## config.mk

```make
export PLATFORM = sky130hd
export DESIGN_NAME = ext_irq_edge_ctrl
export DESIGN_NICKNAME = d
export VERILOG_FILES = /design/src/rtl/eirq_pkg.sv /design/src/rtl/eirq_edge_detect.sv /design/src/rtl/eirq_trigger.sv /design/src/rtl/eirq_regfile.sv /design/src/rtl/ext_irq_edge_ctrl.sv
export SDC_FILE = /design/constraint.sdc
export NUM_CORES = 1
export LEC_CHECK = 0
export BUFFER_PORTS_ARGS = -buffer_cell sky130_fd_sc_hd__buf_4
export CAP_MARGIN = 20
export CORE_ASPECT_RATIO = 0.9
export CORE_MARGIN = 1.5
export CORE_UTILIZATION = 32
export CTS_CLUSTER_SIZE = 24
export DETAILED_ROUTE_END_ITERATION = 10
export PLACE_DENSITY = 0.49
export SKIP_CTS_REPAIR_TIMING = 1
export SLEW_MARGIN = 20
export SYNTH_ARGS = -nofsm -noshare
export SYNTH_HDL_FRONTEND = slang
export SYNTH_SLANG_ARGS = --single-unit
```

## constraint.sdc

```tcl
create_clock -name clk -period 11.45 [get_ports clk]
set_input_delay 2.29 -clock clk [delete_from_list [all_inputs] [get_ports clk]]
set_output_delay 2.29 -clock clk [all_outputs]
set_load 0.03 [all_outputs]
```

## src/rtl/eirq_pkg.sv

```systemverilog
// Shared definitions for the external interrupt edge controller:
// register selects and the trigger-mode decode. Assumes 3-bit modes.
package eirq_pkg;

    typedef enum logic [2:0] {
        SEL_MODE0 = 3'd0,
        SEL_MODE1 = 3'd1,
        SEL_MODE2 = 3'd2,
        SEL_MASK  = 3'd3,
        SEL_PEND  = 3'd4,
        SEL_FILT0 = 3'd5,
        SEL_FILT1 = 3'd6
    } reg_sel_e;

    // True when the mode arms the line for a rising change
    function automatic logic mode_rise_en(input logic [2:0] mode);
        return (mode == 3'd1) || mode[2];
    endfunction

    // True when the mode arms the line for a falling change
    function automatic logic mode_fall_en(input logic [2:0] mode);
        return (mode == 3'd0) || (mode == 3'd2) || (mode == 3'd3) ||
               (mode == 3'd6) || (mode == 3'd7);
    endfunction

endpackage

```

## src/rtl/eirq_edge_detect.sv

```systemverilog
// Registers each line's level every cycle and flags a rising or falling
// change against that stored level. Assumes inputs are already synchronous.
module eirq_edge_detect #(
    parameter int unsigned N = 24
) (
    input  logic         clk,
    input  logic         rst_n,
    input  logic [N-1:0] line_in,
    output logic [N-1:0] prev_q,
    output logic [N-1:0] rise,
    output logic [N-1:0] fall
);

    // Hold the level seen on the previous cycle
    always_ff @(posedge clk) begin
        if (!rst_n) prev_q <= '0;
        else        prev_q <= line_in;
    end

    // Compare the current level with the stored one
    always_comb begin
        rise = line_in & ~prev_q;
        fall = ~line_in & prev_q;
    end

endmodule

```

## src/rtl/eirq_trigger.sv

```systemverilog
// Applies each line's trigger mode to its rise/fall flags to decide whether
// the line fires this cycle. Purely combinational, one slice per line.
module eirq_trigger #(
    parameter int unsigned N  = 24,
    parameter int unsigned MW = 3
) (
    input  logic [N*MW-1:0] mode_flat,
    input  logic [N-1:0]    rise,
    input  logic [N-1:0]    fall,
    output logic [N-1:0]    fire
);
    import eirq_pkg::*;

    for (genvar i = 0; i < N; i++) begin : g_line
        logic [2:0] m;
        // Widen the line's mode field to the decode width
        assign m = 3'(mode_flat[i*MW +: MW]);
        // A line fires when the change it saw is armed by its mode
        assign fire[i] = (rise[i] & mode_rise_en(m)) | (fall[i] & mode_fall_en(m));
    end

endmodule

```

## src/rtl/eirq_regfile.sv

```systemverilog
// Holds the mode, mask, pending and filter registers. Applies the mask to
// fired lines and latches events on the upper lines into pending. Pending
// bits are cleared by writing ones; a new event wins over a same-cycle clear.
module eirq_regfile #(
    parameter int unsigned N       = 24,
    parameter int unsigned NDIRECT = 4,
    parameter int unsigned MW      = 3,
    parameter int unsigned DW      = 32,
    parameter int unsigned AW      = 3
) (
    input  logic            clk,
    input  logic            rst_n,
    input  logic            wr_en,
    input  logic [AW-1:0]   addr,
    input  logic [DW-1:0]   wdata,
    input  logic [N-1:0]    fire,
    output logic [DW-1:0]   rdata,
    output logic [N*MW-1:0] mode_flat,
    output logic [N-1:0]    mask_q,
    output logic [N-1:0]    pend_q,
    output logic [N-1:0]    evt
);
    import eirq_pkg::*;

    localparam int unsigned PITCH = 4;
    localparam int unsigned LPW   = DW / PITCH;
    localparam int unsigned NWORD = (N + LPW - 1) / LPW;
    localparam logic [N-1:0] IMPL = {{(N-NDIRECT){1'b1}}, {NDIRECT{1'b0}}};

    logic [MW-1:0] mode_q [N];
    logic [DW-1:0] filt0_q, filt1_q;
    logic [DW-1:0] mode_word [NWORD];
    logic [N-1:0]  clr;
    reg_sel_e      sel;

    assign sel = reg_sel_e'(addr);

    // Per-line mode storage, written from its word's nibble
    for (genvar i = 0; i < N; i++) begin : g_mode
        always_ff @(posedge clk) begin
            if (!rst_n)
                mode_q[i] <= '0;
            else if (wr_en && (32'(addr) == i / LPW))
                mode_q[i] <= wdata[(i % LPW) * PITCH +: MW];
        end
        assign mode_flat[i*MW +: MW] = mode_q[i];
    end

    // Reassemble mode words for readback, unused nibble bits as zero
    always_comb begin
        for (int k = 0; k < NWORD; k++) begin
            mode_word[k] = '0;
            for (int j = 0; j < LPW; j++) begin
                if (k * LPW + j < N)
                    mode_word[k][j*PITCH +: MW] = mode_q[k*LPW + j];
            end
        end
    end

    // Mask register, only the latched lines are implemented
    always_ff @(posedge clk) begin
        if (!rst_n)                        mask_q <= IMPL;
        else if (wr_en && sel == SEL_MASK) mask_q <= wdata[N-1:0] & IMPL;
    end

    // Masked lines produce no event
    assign evt = fire & ~mask_q;

    // Write-one-to-clear request for the pending register
    assign clr = (wr_en && sel == SEL_PEND) ? wdata[N-1:0] : '0;

    // Pending register: clear by ones, then set by new events
    always_ff @(posedge clk) begin
        if (!rst_n) pend_q <= '0;
        else        pend_q <= ((pend_q & ~clr) | evt) & IMPL;
    end

    // Filter words are storage only
    always_ff @(posedge clk) begin
        if (!rst_n) begin
            filt0_q <= '0;
            filt1_q <= '0;
        end else if (wr_en) begin
            if (sel == SEL_FILT0) filt0_q <= wdata;
            if (sel == SEL_FILT1) filt1_q <= wdata;
        end
    end

    // Read multiplexer
    always_comb begin
        rdata = '0;
        if (32'(addr) < NWORD) begin
            for (int k = 0; k < NWORD; k++)
                if (32'(addr) == k) rdata = mode_word[k];
        end else begin
            case (sel)
                SEL_MASK:  rdata = DW'(mask_q);
                SEL_PEND:  rdata = DW'(pend_q);
                SEL_FILT0: rdata = filt0_q;
                SEL_FILT1: rdata = filt1_q;
                default:   rdata = '0;
            endcase
        end
    end

endmodule

```

## src/rtl/ext_irq_edge_ctrl.sv

```systemverilog
// Top of the external interrupt edge controller. Detects edges, applies
// modes and mask, pulses a dedicated output per low line and raises two
// grouped level outputs from unmasked pending bits. Inputs must already be
// synchronous to clk.
module ext_irq_edge_ctrl #(
    parameter int unsigned NUM_LINES  = 24,
    parameter int unsigned NUM_DIRECT = 4,
    parameter int unsigned GRP_SPLIT  = 8,
    parameter int unsigned MODE_W     = 3,
    parameter int unsigned DATA_W     = 32,
    parameter int unsigned ADDR_W     = 3
) (
    input  logic                  clk,
    input  logic                  rst_n,
    input  logic [NUM_LINES-1:0]  line_in,
    input  logic                  wr_en,
    input  logic [ADDR_W-1:0]     addr,
    input  logic [DATA_W-1:0]     wdata,
    output logic [DATA_W-1:0]     rdata,
    output logic [NUM_DIRECT-1:0] irq_direct,
    output logic                  irq_grp_lo,
    output logic                  irq_grp_hi
);

    logic [NUM_LINES-1:0]        prev_q, rise, fall, fire, evt;
    logic [NUM_LINES-1:0]        mask_q, pend_q, active;
    logic [NUM_LINES*MODE_W-1:0] mode_flat;

    eirq_edge_detect #(.N(NUM_LINES)) u_edge (
        .clk(clk), .rst_n(rst_n), .line_in(line_in),
        .prev_q(prev_q), .rise(rise), .fall(fall)
    );

    eirq_trigger #(.N(NUM_LINES), .MW(MODE_W)) u_trig (
        .mode_flat(mode_flat), .rise(rise), .fall(fall), .fire(fire)
    );

    eirq_regfile #(
        .N(NUM_LINES), .NDIRECT(NUM_DIRECT), .MW(MODE_W),
        .DW(DATA_W), .AW(ADDR_W)
    ) u_regs (
        .clk(clk), .rst_n(rst_n), .wr_en(wr_en), .addr(addr), .wdata(wdata),
        .fire(fire), .rdata(rdata), .mode_flat(mode_flat),
        .mask_q(mask_q), .pend_q(pend_q), .evt(evt)
    );

    // One-cycle pulse per dedicated line
    always_ff @(posedge clk) begin
        if (!rst_n) irq_direct <= '0;
        else        irq_direct <= evt[NUM_DIRECT-1:0];
    end

    // Grouped level requests from unmasked pending bits
    assign active     = pend_q & ~mask_q;
    assign irq_grp_lo = |active[GRP_SPLIT-1:NUM_DIRECT];
    assign irq_grp_hi = |active[NUM_LINES-1:GRP_SPLIT];

endmodule

```

==> results of run 1 <==
worst min-delay path by stage:
stage,start,to,cells past startpoint
2_1_floorplan,u_regs.filt1_q[10],u_regs.filt1_q[10],2
3_3_place_gp,u_regs.filt1_q[21],u_regs.filt1_q[21],2
3_5_place_dp,u_regs.filt0_q[8],u_regs.filt0_q[8],2
4_1_cts,u_regs.filt0_q[8],u_regs.filt0_q[8],2
5_1_grt,u_regs.filt1_q[18],u_regs.filt1_q[18],2
6_report,u_regs.filt0_q[18],u_regs.filt0_q[18],2
where the power goes:
part | total [W] | switching (W) | leakage [nW] | internal [W]
Sequential | 0.000808 | 0.0000252 | 1.77 | 0.000782
Clock | 0.000704 | 0.000309 | 0.346 | 0.000395
Combinational | 0.000186 | 0.000120 | 2.08 | 0.0000664
Total | 0.00170 | 0.000454 | 4.20 | 0.00124
area by class of cell:
type / instances / area (µm²)
Fill cell: 3059 / 18500
Tap cell: 403 / 504
Sequential cell: 204 / 4800
Multi-Input combinational cell: 728 / 4480
Clock buffer: 33 / 644
Inverter: 30 / 113
Clock inverter: 11 / 67.6
Timing Repair Buffer: 111 / 833
cell usage after synthesis, types with 27 or more instances:
master	instances	area share
a21oi_1	77	0.039
and2_1	51	0.033
and4b_1	48	0.049
buf_2	27	0.014
clkbuf_1	41	0.016
dfxtp_1	132	0.27
edfxtp_1	72	0.22
inv_1	29	0.011
nand2_1	149	0.057
nor2_1	45	0.017
nor2b_1	46	0.029
nor3_1	30	0.015
nor4_1	30	0.019
o211ai_1	40	0.031
o21ai_0	47	0.024
per-layer routing:
layer	GRT usage	wire, µm
met1	0.280	14800
met4	0.0508	792
met3	0.0282	1630
met2	0.337	15400
met5	0	0
through the flow:
stage	worst slack [ps]	hold slack (ps)	instances	total power (W)
global route	4280	464	1520	0.00176
detailed placement	4490	444	1476	0.00101
finish	4460	451	1520	0.00170
CTS	4490	452	1520	0.00171
floorplan	5580	432	1047	0.000925
global placement	4550	439	1476	0.00101
cell usage in the layout (no fill, tap or decap), drive strengths merged, types with 30 or more instances in the layout:
cell type,instances
nor2,47
clkbuf,33
o21ai,65
o211ai,40
edfxtp,72
and2,51
a21oi,77
inv,31
nand2,149
nor2b,46
dfxtp,132
and4b,48
nor3,31
nor4,30
buf,111
worst max-delay path, delay by kind of cell:
kind	cells	cell delay [ps]
compound gates	2	600
buf+inv	4	1690
sequential cells by signal (all words and copies together), names as in the netlist:
name and flops:
u_regs.filt0_q 32, u_regs.mode_q 72, u_regs.mask_q 20, irq_direct 4, u_regs.filt1_q 32, u_regs.pend_q 20
u_edge.prev_q 24
kinds of logic (layout without fill, tap and decap cells):
family,count (synthesis),count (layout),synth area share
simple gates,449,449,0.267
compound gates,255,255,0.161
flops,204,204,0.491
buf+inv,115,185,0.0538
mux,24,24,0.0276
==> flow_summary.toml, run 1 <==
[timing]
min_period_over_period = 0.610
max_slew_margin = 0.273
fin_tns_setup_ps = 0
max_freq_mhz = 143
post-route-min-period_ps = 6990
worst_pin_slew_ps = 1090
setup_violations = 0
hold_viol = 0
rsz0062_at_grt = "no"
report.final.slew_viol_count = 0
clock_skew_ps = 12.5

[setup_path]
critPathLaunch = "addr[1]"
crit_path_end = "rdata[1]"
r2r_start = "u_regs.mode_q[12][0]"
cp_cell_sequence = "buf_4 > buf_4 > inv_1 > a221oi_1 > a21oi_1 > buf_4"
end_kind = "output pin"
critPathSlowestCell = "inv_1"
crit_type = "in2out"
r2r_slack_ps = 10330
cp.required_ps = 9160
worstPathArrival_ps = 4700
r2r_cells = 3
worstSetupStartpointType = "input port"
path_max_fanout = 92
cpPeakStageDelay_ps = 710
worstReg2RegEnd = "u_regs.pend_q[12]"
crit_path_frequent_cell = "buf_4"

[die]
initial_utilization = 0.327
rows = 60
die_area_mm2 = 0.0316
die_y_um = 169
core-area_mm2 = 0.0300
io-pin-count = 100
die-width_um = 187

[synth]
ys_seq_area_frac = 0.491
ys_seq_elements = 204
ys_warn_count = 0
synthDistinctLibCells = 43
synthCells = 1047
synth_nets = 1109
synth_edf_count = 72
synthFlopType = "dfxtp_1"
syn_area_mm2 = 0.00978
syn-mean-instance-area_um2 = 9.35
async_flop_share = 0

[finish]
diodes = 0
syn2layout_area_growth_pct = 17.0
nNetsFinal = 1161
drive_above_1_share = 0.159
fin_area_mm2 = 0.0114
final_util = 0.382

[power_and_ir_drop]
p_per_area_mw_per_mm2 = 148
ir_drop_mv = 0.102
p_leak_nw = 4.20

[route]
vias = 8135
dr.first_iter.drc_count = 685
remaining_drc_errors = 0
first_pass_iters = 5
viasPerCell = 5.35
wl_um = 32600
wl_per_cell_um = 21.5
drtAntennaViolNets = 0

[clock_network]
clock_path_buffers = 3
htreeDepth = 1
clk_pin_slew_ps = 60
ctsRootBufferMaster = "clkbuf_16"
clock_latency_ps = 530
numCtsBuffers = 24
tritoncts = "yes"
cts.sinks = 204

[global_routing]
grt_pass1_wl_um = 49300
grt_usage = 0.204
grt-ovfl-total = 0
grt_max_degree = 107
grt_pass1_vias = 7867
grt_antenna_before_repair = 1

[worst_hold_path]
hold_path.class = "reg2reg"

[run]
cap_violations = 0

[placed_design]
gp_congestion = 0.955
portBuffers = 99
placed_cell_area_mm2 = 0.0107
detailed_place_hpwl_um = 22600

[outcome]
run_status = "complete, no violations"
Power figures use the tool's default switching activity.
==> run 2, diff against run 1 <==
Settings changed: PLACE_DENSITY 0.49 to 0.5.
Clock period 11.45 ns to 5.6 ns, I/O delays scaled along.
==> flow_summary.toml, run 2 (same netlist as run 1, synthesis figures left out) <==
[route]
drtAntennaViolNets = 0
wl_um = 33600
wl_per_cell_um = 22.1
vias = 8134
dr.first_iter.drc_count = 713
remaining_drc_errors = 0
first_pass_iters = 5
viasPerCell = 5.36

[clock_network]
tritoncts = "yes"
cts.sinks = 204
numCtsBuffers = 23
clock_latency_ps = 530
clk_pin_slew_ps = 60
htreeDepth = 1
ctsRootBufferMaster = "clkbuf_16"
clock_path_buffers = 3

[worst_hold_path]
hold-path-cell-count = 2
hp-start = "u_regs.filt1_q[22]"
hold_path.class = "reg2reg"
min_to = "u_regs.filt1_q[22]"

[setup_path]
r2r_start = "u_regs.mode_q[16][0]"
worstSetupStartpointType = "input port"
path_max_fanout = 52
crit_type = "in2out"
r2r_slack_ps = 4530
cp.required_ps = 4480
end_kind = "output pin"
worstReg2RegEnd = "u_regs.pend_q[16]"
worstPathArrival_ps = 3350
r2r_cells = 3

[power_and_ir_drop]
ir_drop_mv = 0.196
intPower_w = 0.00267
p_per_area_mw_per_mm2 = 314
switchingPower_w = 0.000940
seqPwrFrac = 0.458
p_leak_nw = 4.22
power_frac_comb = 0.105
switching_share = 0.260
p_clk_frac = 0.437

[timing]
max_freq_mhz = 224
setup_violations = 0
max_slew_margin = 0.326
hold_viol = 0
worst_pin_slew_ps = 1010
min_period_over_period = 0.798
setup_ws_ps = 1130
rsz0062_at_grt = "no"
clock_skew_ps = 7.70
report.final.slew_viol_count = 0
post-route-min-period_ps = 4470
fin_tns_setup_ps = 0

[finish]
top_regs = "u_regs.mode_q (72), u_regs.filt0_q (32), u_regs.filt1_q (32)"
layout_commonest_cell = "nand2_1"
drive_above_1_share = 0.161
syn2layout_area_growth_pct = 17.6
diodes = 0
largest_register_ffs = 72
regMostFlops = "u_regs.mode_q"
nNetsFinal = 1160
final_cell_mix = "nand2_1, dfxtp_1, buf_4"

[global_routing]
grt_pass1_wl_um = 50300
grt_max_degree = 107
grt_busiest_layer = "met2"
use_met2 = 0.345
grt_pass1_vias = 7818
grt-ovfl-total = 0
grt_usage = 0.210
grt_antenna_before_repair = 1
use_met3 = 0.0332
gr-usage-met1 = 0.282

[placed_design]
detailed_place_hpwl_um = 23100
gp_congestion = 0.851
dp_slack_ps = 1180
portBuffers = 99

[die]
die_y_um = 169
die-width_um = 187
initial_utilization = 0.327
io-pin-count = 100
core-area_mm2 = 0.0300
rows = 60
die_area_mm2 = 0.0316

[outcome]
run_status = "complete, no violations"

[run]
cap_violations = 0
==> run 2: cell count changes in the layout (fill, tap and decap cells not counted), sizes merged <==
cell | before | now
bufinv | 0 | 4
clkbuf | 33 | 27
==> run 2: worst max-delay path by stage <==
stage / startpoint / slack, ps / to
floorplan: addr[1] / 1510 / u_regs.mode_q[0][0]
global placement: addr[1] / 1180 / rdata[24]
detailed placement: addr[1] / 1180 / rdata[28]
CTS: addr[1] / 1170 / rdata[28]
global route: addr[1] / 1040 / rdata[28]
finish: addr[1] / 1130 / rdata[24]
==> run 2: worst max-delay path, cell delays in order <==
cell and delay (ps):
buf_4 440, nor2b_2 800, buf_4 360, a22oi_1 120, a21oi_1 260, buf_4 200
==> run 2: layer usage <==
layer,vias up,share of wire,wire length (µm)
met3,61,0.046,1560
met4,2,0.032,1070
li1,3912,-,-
met1,3958,0.45,15200
met5,-,0.00039,13
met2,201,0.47,15700
==> run 2: layout make-up <==
type	instances	area, µm²
clock buffer	27	591
clock inverter	15	175
fill	3036	18400
inverter	30	113
multi-input combinational	728	4480
sequential	204	4800
tap	403	504
timing repair buffer	111	833
==> run 2: metrics by stage <==
| step | cell area, µm² | total power [W] | utilization | std cells | hold slack, ps |
|---|---|---|---|---|---|
| after detailed placement | 10700 | 0.00207 | 0.359 | 1476 | 446 |
| after global placement | 10700 | 0.00206 | 0.359 | 1476 | 439 |
| after global routing | 11500 | 0.00374 | 0.384 | 1518 | 471 |
| after CTS | 11500 | 0.00364 | 0.384 | 1518 | 454 |
| final | 11500 | 0.00361 | 0.384 | 1518 | 453 |
| after floorplan | 9780 | 0.00189 | - | 1047 | 432 |
==> run 2: power groups by stage <==
stage	registers (W)	logic, W	clock network [W]
floorplan	0.00166	0.000226	0
global placement	0.00169	0.000378	0
detailed placement	0.00169	0.000381	0
CTS	0.00165	0.000382	0.00160
global route	0.00166	0.000408	0.00167
finish	0.00165	0.000379	0.00158
